[config.mk]
export PLATFORM = sky130hd
export DESIGN_NAME = xfc_flow_ctrl
export DESIGN_NICKNAME = d
export VERILOG_FILES = /design/src/rtl/xfc_pkg.sv /design/src/rtl/xfc_rx_match.sv /design/src/rtl/xfc_tx_request.sv /design/src/rtl/xfc_flow_ctrl.sv
export SDC_FILE = /design/constraint.sdc
export NUM_CORES = 1
export LEC_CHECK = 0
export BUFFER_PORTS_ARGS = -buffer_cell sky130_fd_sc_hd__buf_4
export CORE_ASPECT_RATIO = 1.25
export CORE_UTILIZATION = 48
export DETAILED_ROUTE_END_ITERATION = 6
export GPL_TIMING_DRIVEN = 0
export PLACE_DENSITY = 0.86
export SYNTH_ARGS = -nofsm -noshare
export SYNTH_HDL_FRONTEND = slang
export SYNTH_SLANG_ARGS = --single-unit
[constraint.sdc]
create_clock -name clk -period 2.1 [get_ports clk]
set_input_delay 0.21 -clock clk [delete_from_list [all_inputs] [get_ports clk]]
set_output_delay 0.21 -clock clk [all_outputs]
set_load 0.1 [all_outputs]
[src/rtl/xfc_pkg.sv]
package xfc_pkg;
  // partial match held between two received characters
  typedef enum logic [1:0] {
    PEND_NONE = 2'd0,
    PEND_OFF  = 2'd1,
    PEND_ON   = 2'd2
  } pend_e;

  // which word is being requested for insertion
  typedef enum logic {
    WORD_ON  = 1'b0,
    WORD_OFF = 1'b1
  } word_e;
endpackage

[src/rtl/xfc_rx_match.sv]
module xfc_rx_match
  import xfc_pkg::*;
#(
  parameter int DW = 8
) (
  input  logic          clk,
  input  logic          rst,
  input  logic          flow_en,
  input  logic          dbl_mode,
  input  logic          xon_any,
  input  logic [DW-1:0] xon1,
  input  logic [DW-1:0] xon2,
  input  logic [DW-1:0] xoff1,
  input  logic [DW-1:0] xoff2,
  input  logic          rx_valid,
  input  logic [DW-1:0] rx_data,
  input  logic          rx_err,
  input  logic          xoff_clr,
  output logic          fwd_valid,
  output logic [DW-1:0] fwd_data,
  output logic          tx_paused,
  output logic          xoff_flag
);
  pend_e         pend_q;
  logic [DW-1:0] held_q;
  logic          skid_v_q;
  logic [DW-1:0] skid_d_q;

  logic clean, hit_off1, hit_on1, hit_off2, hit_on2;
  logic completes, broke, new_first, single_off, single_on;
  logic set_pause, clr_pause, fwd_byte;

  always_comb begin
    clean      = rx_valid && flow_en && !rx_err;
    hit_off1   = clean && (rx_data == xoff1);
    hit_on1    = clean && (rx_data == xon1);
    hit_off2   = clean && (pend_q == PEND_OFF) && (rx_data == xoff2);
    hit_on2    = clean && (pend_q == PEND_ON)  && (rx_data == xon2);
    completes  = dbl_mode && (hit_off2 || hit_on2);
    broke      = rx_valid && (pend_q != PEND_NONE) && !completes;
    new_first  = dbl_mode && !completes && (hit_off1 || hit_on1);
    single_off = !dbl_mode && hit_off1;
    single_on  = !dbl_mode && hit_on1 && !hit_off1;
    set_pause  = single_off || (completes && pend_q == PEND_OFF);
    clr_pause  = !set_pause &&
                 (single_on || (completes && pend_q == PEND_ON) ||
                  (xon_any && clean));
    fwd_byte   = rx_valid && !(single_off || single_on || completes || new_first);
  end

  always_ff @(posedge clk) begin
    if (rst) begin
      pend_q    <= PEND_NONE;
      held_q    <= '0;
      skid_v_q  <= 1'b0;
      skid_d_q  <= '0;
      fwd_valid <= 1'b0;
      fwd_data  <= '0;
      tx_paused <= 1'b0;
      xoff_flag <= 1'b0;
    end else begin
      fwd_valid <= 1'b0;
      skid_v_q  <= 1'b0;
      if (skid_v_q) begin
        fwd_valid <= 1'b1;
        fwd_data  <= skid_d_q;
      end
      if (broke) begin
        // release the held first character now, the breaking byte next
        fwd_valid <= 1'b1;
        fwd_data  <= held_q;
        if (fwd_byte) begin
          skid_v_q <= 1'b1;
          skid_d_q <= rx_data;
        end
      end else if (fwd_byte) begin
        fwd_valid <= 1'b1;
        fwd_data  <= rx_data;
      end
      if (new_first) begin
        pend_q <= hit_off1 ? PEND_OFF : PEND_ON;
        held_q <= rx_data;
      end else if (rx_valid) begin
        pend_q <= PEND_NONE;
      end
      if (!flow_en)       tx_paused <= 1'b0;
      else if (set_pause) tx_paused <= 1'b1;
      else if (clr_pause) tx_paused <= 1'b0;
      if (set_pause)      xoff_flag <= 1'b1;
      else if (xoff_clr)  xoff_flag <= 1'b0;
    end
  end
endmodule

[src/rtl/xfc_tx_request.sv]
module xfc_tx_request
  import xfc_pkg::*;
#(
  parameter int DW    = 8,
  parameter int LVL_W = 7
) (
  input  logic             clk,
  input  logic             rst,
  input  logic             flow_en,
  input  logic             dbl_mode,
  input  logic [DW-1:0]    xon1,
  input  logic [DW-1:0]    xon2,
  input  logic [DW-1:0]    xoff1,
  input  logic [DW-1:0]    xoff2,
  input  logic [LVL_W-1:0] rx_level,
  input  logic [LVL_W-1:0] halt_lvl,
  input  logic [LVL_W-1:0] resume_lvl,
  input  logic             fc_ack,
  output logic             fc_req,
  output logic [DW-1:0]    fc_char
);
  word_e kind_q;
  logic  second_q;
  logic  halted_q;

  always_ff @(posedge clk) begin
    if (rst || !flow_en) begin
      fc_req   <= 1'b0;
      kind_q   <= WORD_ON;
      second_q <= 1'b0;
      halted_q <= 1'b0;
    end else if (fc_req) begin
      if (fc_ack) begin
        if (dbl_mode && !second_q) begin
          second_q <= 1'b1;
        end else begin
          fc_req   <= 1'b0;
          second_q <= 1'b0;
        end
      end
    end else if (!halted_q && rx_level >= halt_lvl) begin
      fc_req   <= 1'b1;
      kind_q   <= WORD_OFF;
      second_q <= 1'b0;
      halted_q <= 1'b1;
    end else if (halted_q && rx_level <= resume_lvl) begin
      fc_req   <= 1'b1;
      kind_q   <= WORD_ON;
      second_q <= 1'b0;
      halted_q <= 1'b0;
    end
  end

  always_comb begin
    if (kind_q == WORD_OFF) fc_char = second_q ? xoff2 : xoff1;
    else                    fc_char = second_q ? xon2  : xon1;
  end
endmodule

[src/rtl/xfc_flow_ctrl.sv]
module xfc_flow_ctrl #(
  parameter int FIFO_DEPTH = 64,
  parameter int LVL_W      = $clog2(FIFO_DEPTH + 1)
) (
  input  logic             clk,
  input  logic             rst,
  input  logic             flow_en,
  input  logic             dbl_mode,
  input  logic             xon_any,
  input  logic [7:0]       xon1,
  input  logic [7:0]       xon2,
  input  logic [7:0]       xoff1,
  input  logic [7:0]       xoff2,
  input  logic             rx_valid,
  input  logic [7:0]       rx_data,
  input  logic             rx_err,
  output logic             fwd_valid,
  output logic [7:0]       fwd_data,
  output logic             tx_paused,
  output logic             xoff_flag,
  input  logic             xoff_clr,
  input  logic [LVL_W-1:0] rx_level,
  input  logic [LVL_W-1:0] halt_lvl,
  input  logic [LVL_W-1:0] resume_lvl,
  output logic             fc_req,
  output logic [7:0]       fc_char,
  input  logic             fc_ack
);
  localparam int DW = 8;

  xfc_rx_match #(.DW(DW)) i_match (
    .clk(clk), .rst(rst), .flow_en(flow_en), .dbl_mode(dbl_mode),
    .xon_any(xon_any), .xon1(xon1), .xon2(xon2), .xoff1(xoff1),
    .xoff2(xoff2), .rx_valid(rx_valid), .rx_data(rx_data),
    .rx_err(rx_err), .xoff_clr(xoff_clr), .fwd_valid(fwd_valid),
    .fwd_data(fwd_data), .tx_paused(tx_paused), .xoff_flag(xoff_flag)
  );

  xfc_tx_request #(.DW(DW), .LVL_W(LVL_W)) i_req (
    .clk(clk), .rst(rst), .flow_en(flow_en), .dbl_mode(dbl_mode),
    .xon1(xon1), .xon2(xon2), .xoff1(xoff1), .xoff2(xoff2),
    .rx_level(rx_level), .halt_lvl(halt_lvl), .resume_lvl(resume_lvl),
    .fc_ack(fc_ack), .fc_req(fc_req), .fc_char(fc_char)
  );
endmodule

==> results of run 1 <==
==> power breakdown <==
part / total [W] / leakage, nW / switching [W] / internal, W
Sequential: 0.000651 / 0.269 / 0.0000116 / 0.000639
Combinational: 0.000629 / 1.28 / 0.000382 / 0.000247
Clock: 0.000486 / 0.0443 / 0.000226 / 0.000260
==> cells by family after synthesis <==
logic type / count (synthesis) / share of synthesized area
and+or+nand+nor: 93 / 0.1993
DFF: 33 / 0.2397
buffers and inverters: 40 / 0.07808
AOI/OAI and AO/OA: 48 / 0.1326
xor gates and xnor gates: 32 / 0.1017
adders and majority gates: 14 / 0.06355
muxes: 40 / 0.1852
==> layout make-up <==
| type | instances | area, µm² | share of cell area |
|---|---|---|---|
| buffer | 19 | 138.9 | 0.03907 |
| clock buffer | 7 | 86.33 | 0.02429 |
| inverter | 19 | 71.32 | 0.02006 |
| multi-input combinational | 227 | 1892 | 0.5322 |
| sequential | 33 | 663.1 | 0.1866 |
| tap | 64 | 80.08 | 0.02253 |
| timing repair buffer | 83 | 623.1 | 0.1753 |
==> path summary, 6_finish.rpt <==
check	startpoint	to	slack (ns)	cells after the start
worst max-delay path	i_match.pend_q[1]	i_match.fwd_data[6]	0.07	8
worst min-delay path	fc_ack	i_req.fc_req	0.16	2
worst max register to register	i_match.pend_q[1]	i_match.fwd_data[6]	0.07	8
worst min register to register	i_match.skid_d_q[4]	i_match.skid_d_q[4]	0.49	2
==> registers in the layout, summed over array words and instances (netlist names) <==
name and flops:
i_match.fwd_data 8, i_match.held_q 8, i_match.skid_d_q 8, i_match.pend_q 2
i_match.fwd_valid 1, i_match.skid_v_q 1, i_match.tx_paused 1, i_match.xoff_flag 1
i_req.fc_req 1, i_req.kind_q 1, i_req.second_q 1
==> routing by layer <==
| layer | vias up | part of all wire | routed length [µm] |
|---|---|---|---|
| li1 | 1246 | - | - |
| met1 | 1244 | 0.37 | 2855 |
| met2 | 104 | 0.53 | 4093 |
| met3 | 24 | 0.063 | 488 |
| met4 | 0 | 0.034 | 261 |
| met5 | - | 0 | 0 |
==> worst reg2reg max path, cell delays in order (launching register included) <==
cell and delay (ns):
dfxtp_2 0.37, nor2b_2 0.17, nand4_1 0.15, nor4_4 0.42, a211o_1 0.21, buf_6 0.15, buf_12 0.15, mux2i_1 0.08
a211o_1 0.22
==> cells in the final DEF, fill, tap and decap left out, drive strengths merged, types with 2 or more instances in the layout <==
cell | Yosys | layout
buf | 13 | 95
dfxtp | 33 | 33
mux2i | 24 | 24
nand2b | 22 | 22
nor2 | 21 | 21
inv | 19 | 19
xor2 | 18 | 18
xnor2 | 14 | 14
nand2 | 14 | 14
ha | 14 | 14
clkbuf | 8 | 14
a21oi | 11 | 11
nand4 | 10 | 10
a211o | 9 | 9
mux4 | 8 | 8
mux2 | 8 | 8
a32o | 8 | 8
or3b | 8 | 8
nor2b | 5 | 5
nor3 | 5 | 5
a21o | 3 | 3
a31oi | 3 | 3
nor4 | 2 | 2
nand3b | 2 | 2
o21ai | 2 | 2
a311oi | 2 | 2
a21boi | 2 | 2
==> per-stage QoR <==
| stage | instances | utilization | hold WS [ns] |
|---|---|---|---|
| floorplan | 300 | - | 0.3283 |
| global placement | 445 | 0.6285 | 0.4366 |
| detailed placement | 445 | 0.6285 | 0.4612 |
| CTS | 451 | 0.6436 | 0.1482 |
| global route | 452 | 0.6486 | 0.1584 |
| finish | 452 | 0.6486 | 0.1584 |
==> timing repair <==
item,in CTS,in global routing
endpoints found under the setup margin,6,16
buffers inserted,0,2
pin swaps,0,3
gates resized for setup,0,7
==> flow_summary.ini, run 1 <==
[global_routing]
globalRouteOverflowTotal = 0
gr-usage-met2 = 0.4764
grt_max_degree = 11
grt.total_usage = 0.2590
grtUsageMet3 = 0.05116
grt_pass1_wl_um = 12550
top_usage_layer = met2
grt_util_met1 = 0.2811
antenna_found_initial = 0
grt_pass1_vias = 2703

[synthesis]
ys_async_sr_fraction = 0
ys.flop_type = dfxtp_1
synth.largest_area_cell = dfxtp_1
synth_area_um2 = 2756
synth_nets = 384
synth-edff-count = 0
synthCells = 300
ys_ff_latch = 33
syn_area_per_cell_um2 = 9.188
synth_area_leaders = dfxtp_1 (24%), mux2i_1 (8.7%), mux4_2 (6.5%)
synthDistinctLibCells = 45
yosysTopAreaCellShare = 0.2397
ys_seq_area_frac = 0.2397
synth.most_common_cell = dfxtp_1
ys_warn_count = 0
synth_commonest_cells = dfxtp_1 (33), mux2i_1 (24), nand2b_1 (22)

[final_layout]
fin_area_um2 = 3555
antenna_cells = 0
fillers = 460
nNetsFinal = 472
area_growth_pct = 28.96
layout-drive-gt1-share = 0.3402

[setup_path]
end_kind = flip-flop
crit_fanout = 10
worstPathRequired_ns = 2.28
criticalPathCategory = flip-flop to flip-flop
start_kind = flip-flop
worst_path_most_repeated_cell = a211o_1
crit_arrival_ns = 2.21
crit_path_max_incr_delay_ns = 0.42
path_cells = nor2b_2 > nand4_1 > nor4_4 > a211o_1 > buf_6 > buf_12 > mux2i_1 > a211o_1
path_buf_inv = 2
crit_family = simple AND/OR/NAND/NOR gates
cpMaxStageDelayCell = nor4_4

[power_and_ir_drop]
power_density_nw_per_um2 = 496.7
p_leak_nw = 1.591
ir_drop_uv = 257.0
p_total_w = 0.001765

[clock_tree]
numCtsBuffers = 5
cts_tree = yes
cts_root_buf = clkbuf_8
ctsHoldBuffers = 0
htree_levels = 2
insertion_delay_ns = 0.29
cts_max_path_buffers = 2
clk_pin_slew_ns = 0.07
clock-sinks = 33

[job]
drv_cap = 0

[detailed_routing]
vias = 2618
wl_per_cell_um = 17.03
drc = 0
drt_wl_total_um = 7698
viasPerCell = 5.792
drt_iter0_drc = 130
dr.pass1.iters = 4
antenna_left = 0

[sta]
worst_slew_pin_slew_ns = 0.8311
hold_violations = 0
max_slew_margin = 0.4448
finalClockSkew_ns = 0.003374
setup_slack_ns = 0.06771
final.setup.tns_ns = 0
period_needed_ns = 2.032
setup_viol = 0
slew_viol_final = 0
fmax_mhz = 492.1
fin_crit_sh = 0.9678

[placement]
io_buffer_count = 81
hpwl_um = 6023
place_congestion = 0.8659
dpl_cell_area_um2 = 3445
post-place-ws_ns = -0.05423

[outcome]
status = finished, final reports clean

[die]
die_h_um = 86.73
rows = 30
io_pins = 90
die-area_um2 = 6052
fp.coreArea_um2 = 5480
die_x_um = 69.78
start_util = 0.5030

[worst_hold_path]
hp-class = primary input to flip-flop
(Power assumes the default switching activity.)
==> inputs of run 2 (changes only) <==
--- a/config.mk
+++ b/config.mk
@@ -11,6 +11,7 @@
 export DETAILED_ROUTE_END_ITERATION = 6
 export GPL_TIMING_DRIVEN = 0
 export PLACE_DENSITY = 0.86
+export REMOVE_ABC_BUFFERS = 1
 export SYNTH_ARGS = -nofsm -noshare
 export SYNTH_HDL_FRONTEND = slang
 export SYNTH_SLANG_ARGS = --single-unit
==> flow_summary.ini, run 2 (same netlist as run 1, synthesis figures left out) <==
[worst_hold_path]
hp-class = primary input to flip-flop
whs_path_depth = 2

[detailed_routing]
vias = 2624
drc = 0
drt_wl_total_um = 7644
dr.pass1.iters = 4
viasPerCell = 5.883
drt_iter0_drc = 256
wl_per_cell_um = 17.14
antenna_left = 0

[sta]
setup_viol = 0
fmax_mhz = 493.1
worst_slew_pin_slew_ns = 0.8102
period_needed_ns = 2.028
finalClockSkew_ns = 0.004105
slew_viol_final = 0
fin_crit_sh = 0.9658
max_slew_margin = 0.4587
hold_violations = 0
fin_hold_ws_ns = 0.1405

[die]
die_x_um = 69.78
fp.coreArea_um2 = 5480
rows = 30
start_util = 0.5030
die_h_um = 86.73
io_pins = 90
die-area_um2 = 6052

[setup_path]
end_kind = flip-flop
criticalPathCategory = flip-flop to flip-flop
worstPathRequired_ns = 2.28
crit_arrival_ns = 2.20
crit_path_max_incr_delay_ns = 0.43
crit_fanout = 19
start_kind = flip-flop
path_cells = nor2b_1 > nand4_1 > nor4_4 > a211o_4 > nor3_4 > buf_12 > mux2i_1
ff2ff_path_depth = 7
cpMaxStageDelayCell = nor4_4

[power_and_ir_drop]
ir_drop_uv = 222.6
p_total_w = 0.001753
p_leak_nw = 1.579
power_density_nw_per_um2 = 492.6

[final_layout]
area_growth_pct = 29.10
fin_area_um2 = 3558
nNetsFinal = 466
largest_registers = i_match.fwd_data: 8 flops, i_match.held_q: 8 flops, i_match.skid_d_q: 8 flops
antenna_cells = 0
layout-drive-gt1-share = 0.3508
final_cell_mix = buf_4 (95), dfxtp_1 (32), mux2i_1 (24)
final_common_cell = buf_4
fillers = 443

[global_routing]
globalRouteOverflowTotal = 0
grt_max_degree = 42
gr-usage-met2 = 0.4327
grt_util_met1 = 0.3033
grt_pass1_vias = 2617
antenna_found_initial = 0
grt.total_usage = 0.2567
grt_pass1_wl_um = 12360
top_usage_layer = met2
grtUsageMet3 = 0.05930

[clock_tree]
clock-sinks = 33
cts_max_path_buffers = 2
htree_levels = 2
clk_pin_slew_ns = 0.06
cts_root_buf = clkbuf_8
cts_tree = yes
insertion_delay_ns = 0.29
numCtsBuffers = 5

[placement]
hpwl_um = 5648
place_congestion = 0.9144
io_buffer_count = 89
dpl_cell_area_um2 = 3387

[outcome]
status = finished, final reports clean

[job]
drv_cap = 0
==> run 2: power by group <==
group | total, W | internal [W] | switching, W
Sequential | 0.000655 | 0.000639 | 0.0000153
Clock | 0.000484 | 0.000260 | 0.000224
Combinational | 0.000614 | 0.000238 | 0.000376
==> run 2: path summary, 6_finish.rpt <==
| path | start | end | slack (ns) |
|---|---|---|---|
| worst min-delay path | fc_ack | i_req.fc_req | 0.14 |
| worst min register to register | i_match.skid_d_q[1] | i_match.skid_d_q[1] | 0.49 |
| worst max-delay path | i_match.pend_q[0] | i_match.skid_d_q[3] | 0.07 |
| worst max register to register | i_match.pend_q[0] | i_match.skid_d_q[3] | 0.07 |
==> run 2: cell type report <==
cell class	count	area, µm²	share of cell area
Timing Repair Buffer	96	733.2	0.2060
Multi-Input combinational cell	227	1926	0.5411
Clock buffer	7	86.33	0.02426
Sequential cell	33	661.9	0.1860
Tap cell	64	80.08	0.02250
Inverter	19	71.32	0.02004
==> run 2: worst max-delay path, delay by kind of cell (launching register included) <==
kind | cells | cell delay, ns
and+or+nand+nor | 4 | 0.89
DFF | 1 | 0.40
AOI/OAI and AO/OA | 1 | 0.34
buffers and inverters | 1 | 0.16
muxes | 1 | 0.12
==> run 2: repair_timing <==
| action | in CTS | in global routing |
|---|---|---|
| endpoints found under the hold margin | 0 | 0 |
| hold buffers | 0 | 0 |
| gates resized for setup | 3 | 3 |
| setup buffers | 2 | 3 |
| endpoints found under the setup margin | 24 | 24 |
| pin swaps | 3 | 3 |
==> run 2: per-stage QoR <==
stage          utilization  setup WS [ns]  setup TNS [ns]  instances
5_1_grt             0.6493       -0.07645         -0.8508        446
6_report            0.6493        0.07183               0        446
2_1_floorplan            -        -0.7454          -7.259        279
3_3_place_gp        0.6132         -1.712          -23.99        432
3_5_place_dp        0.6180        -0.4642          -10.19        434
4_1_cts             0.6404        0.02717               0        443
==> run 2: routing by layer <==
layer / vias to the layer above / routed length (µm)
met5: - / 0
met1: 1227 / 2987
met2: 147 / 3735
met4: 0 / 212
met3: 21 / 708
li1: 1229 / -
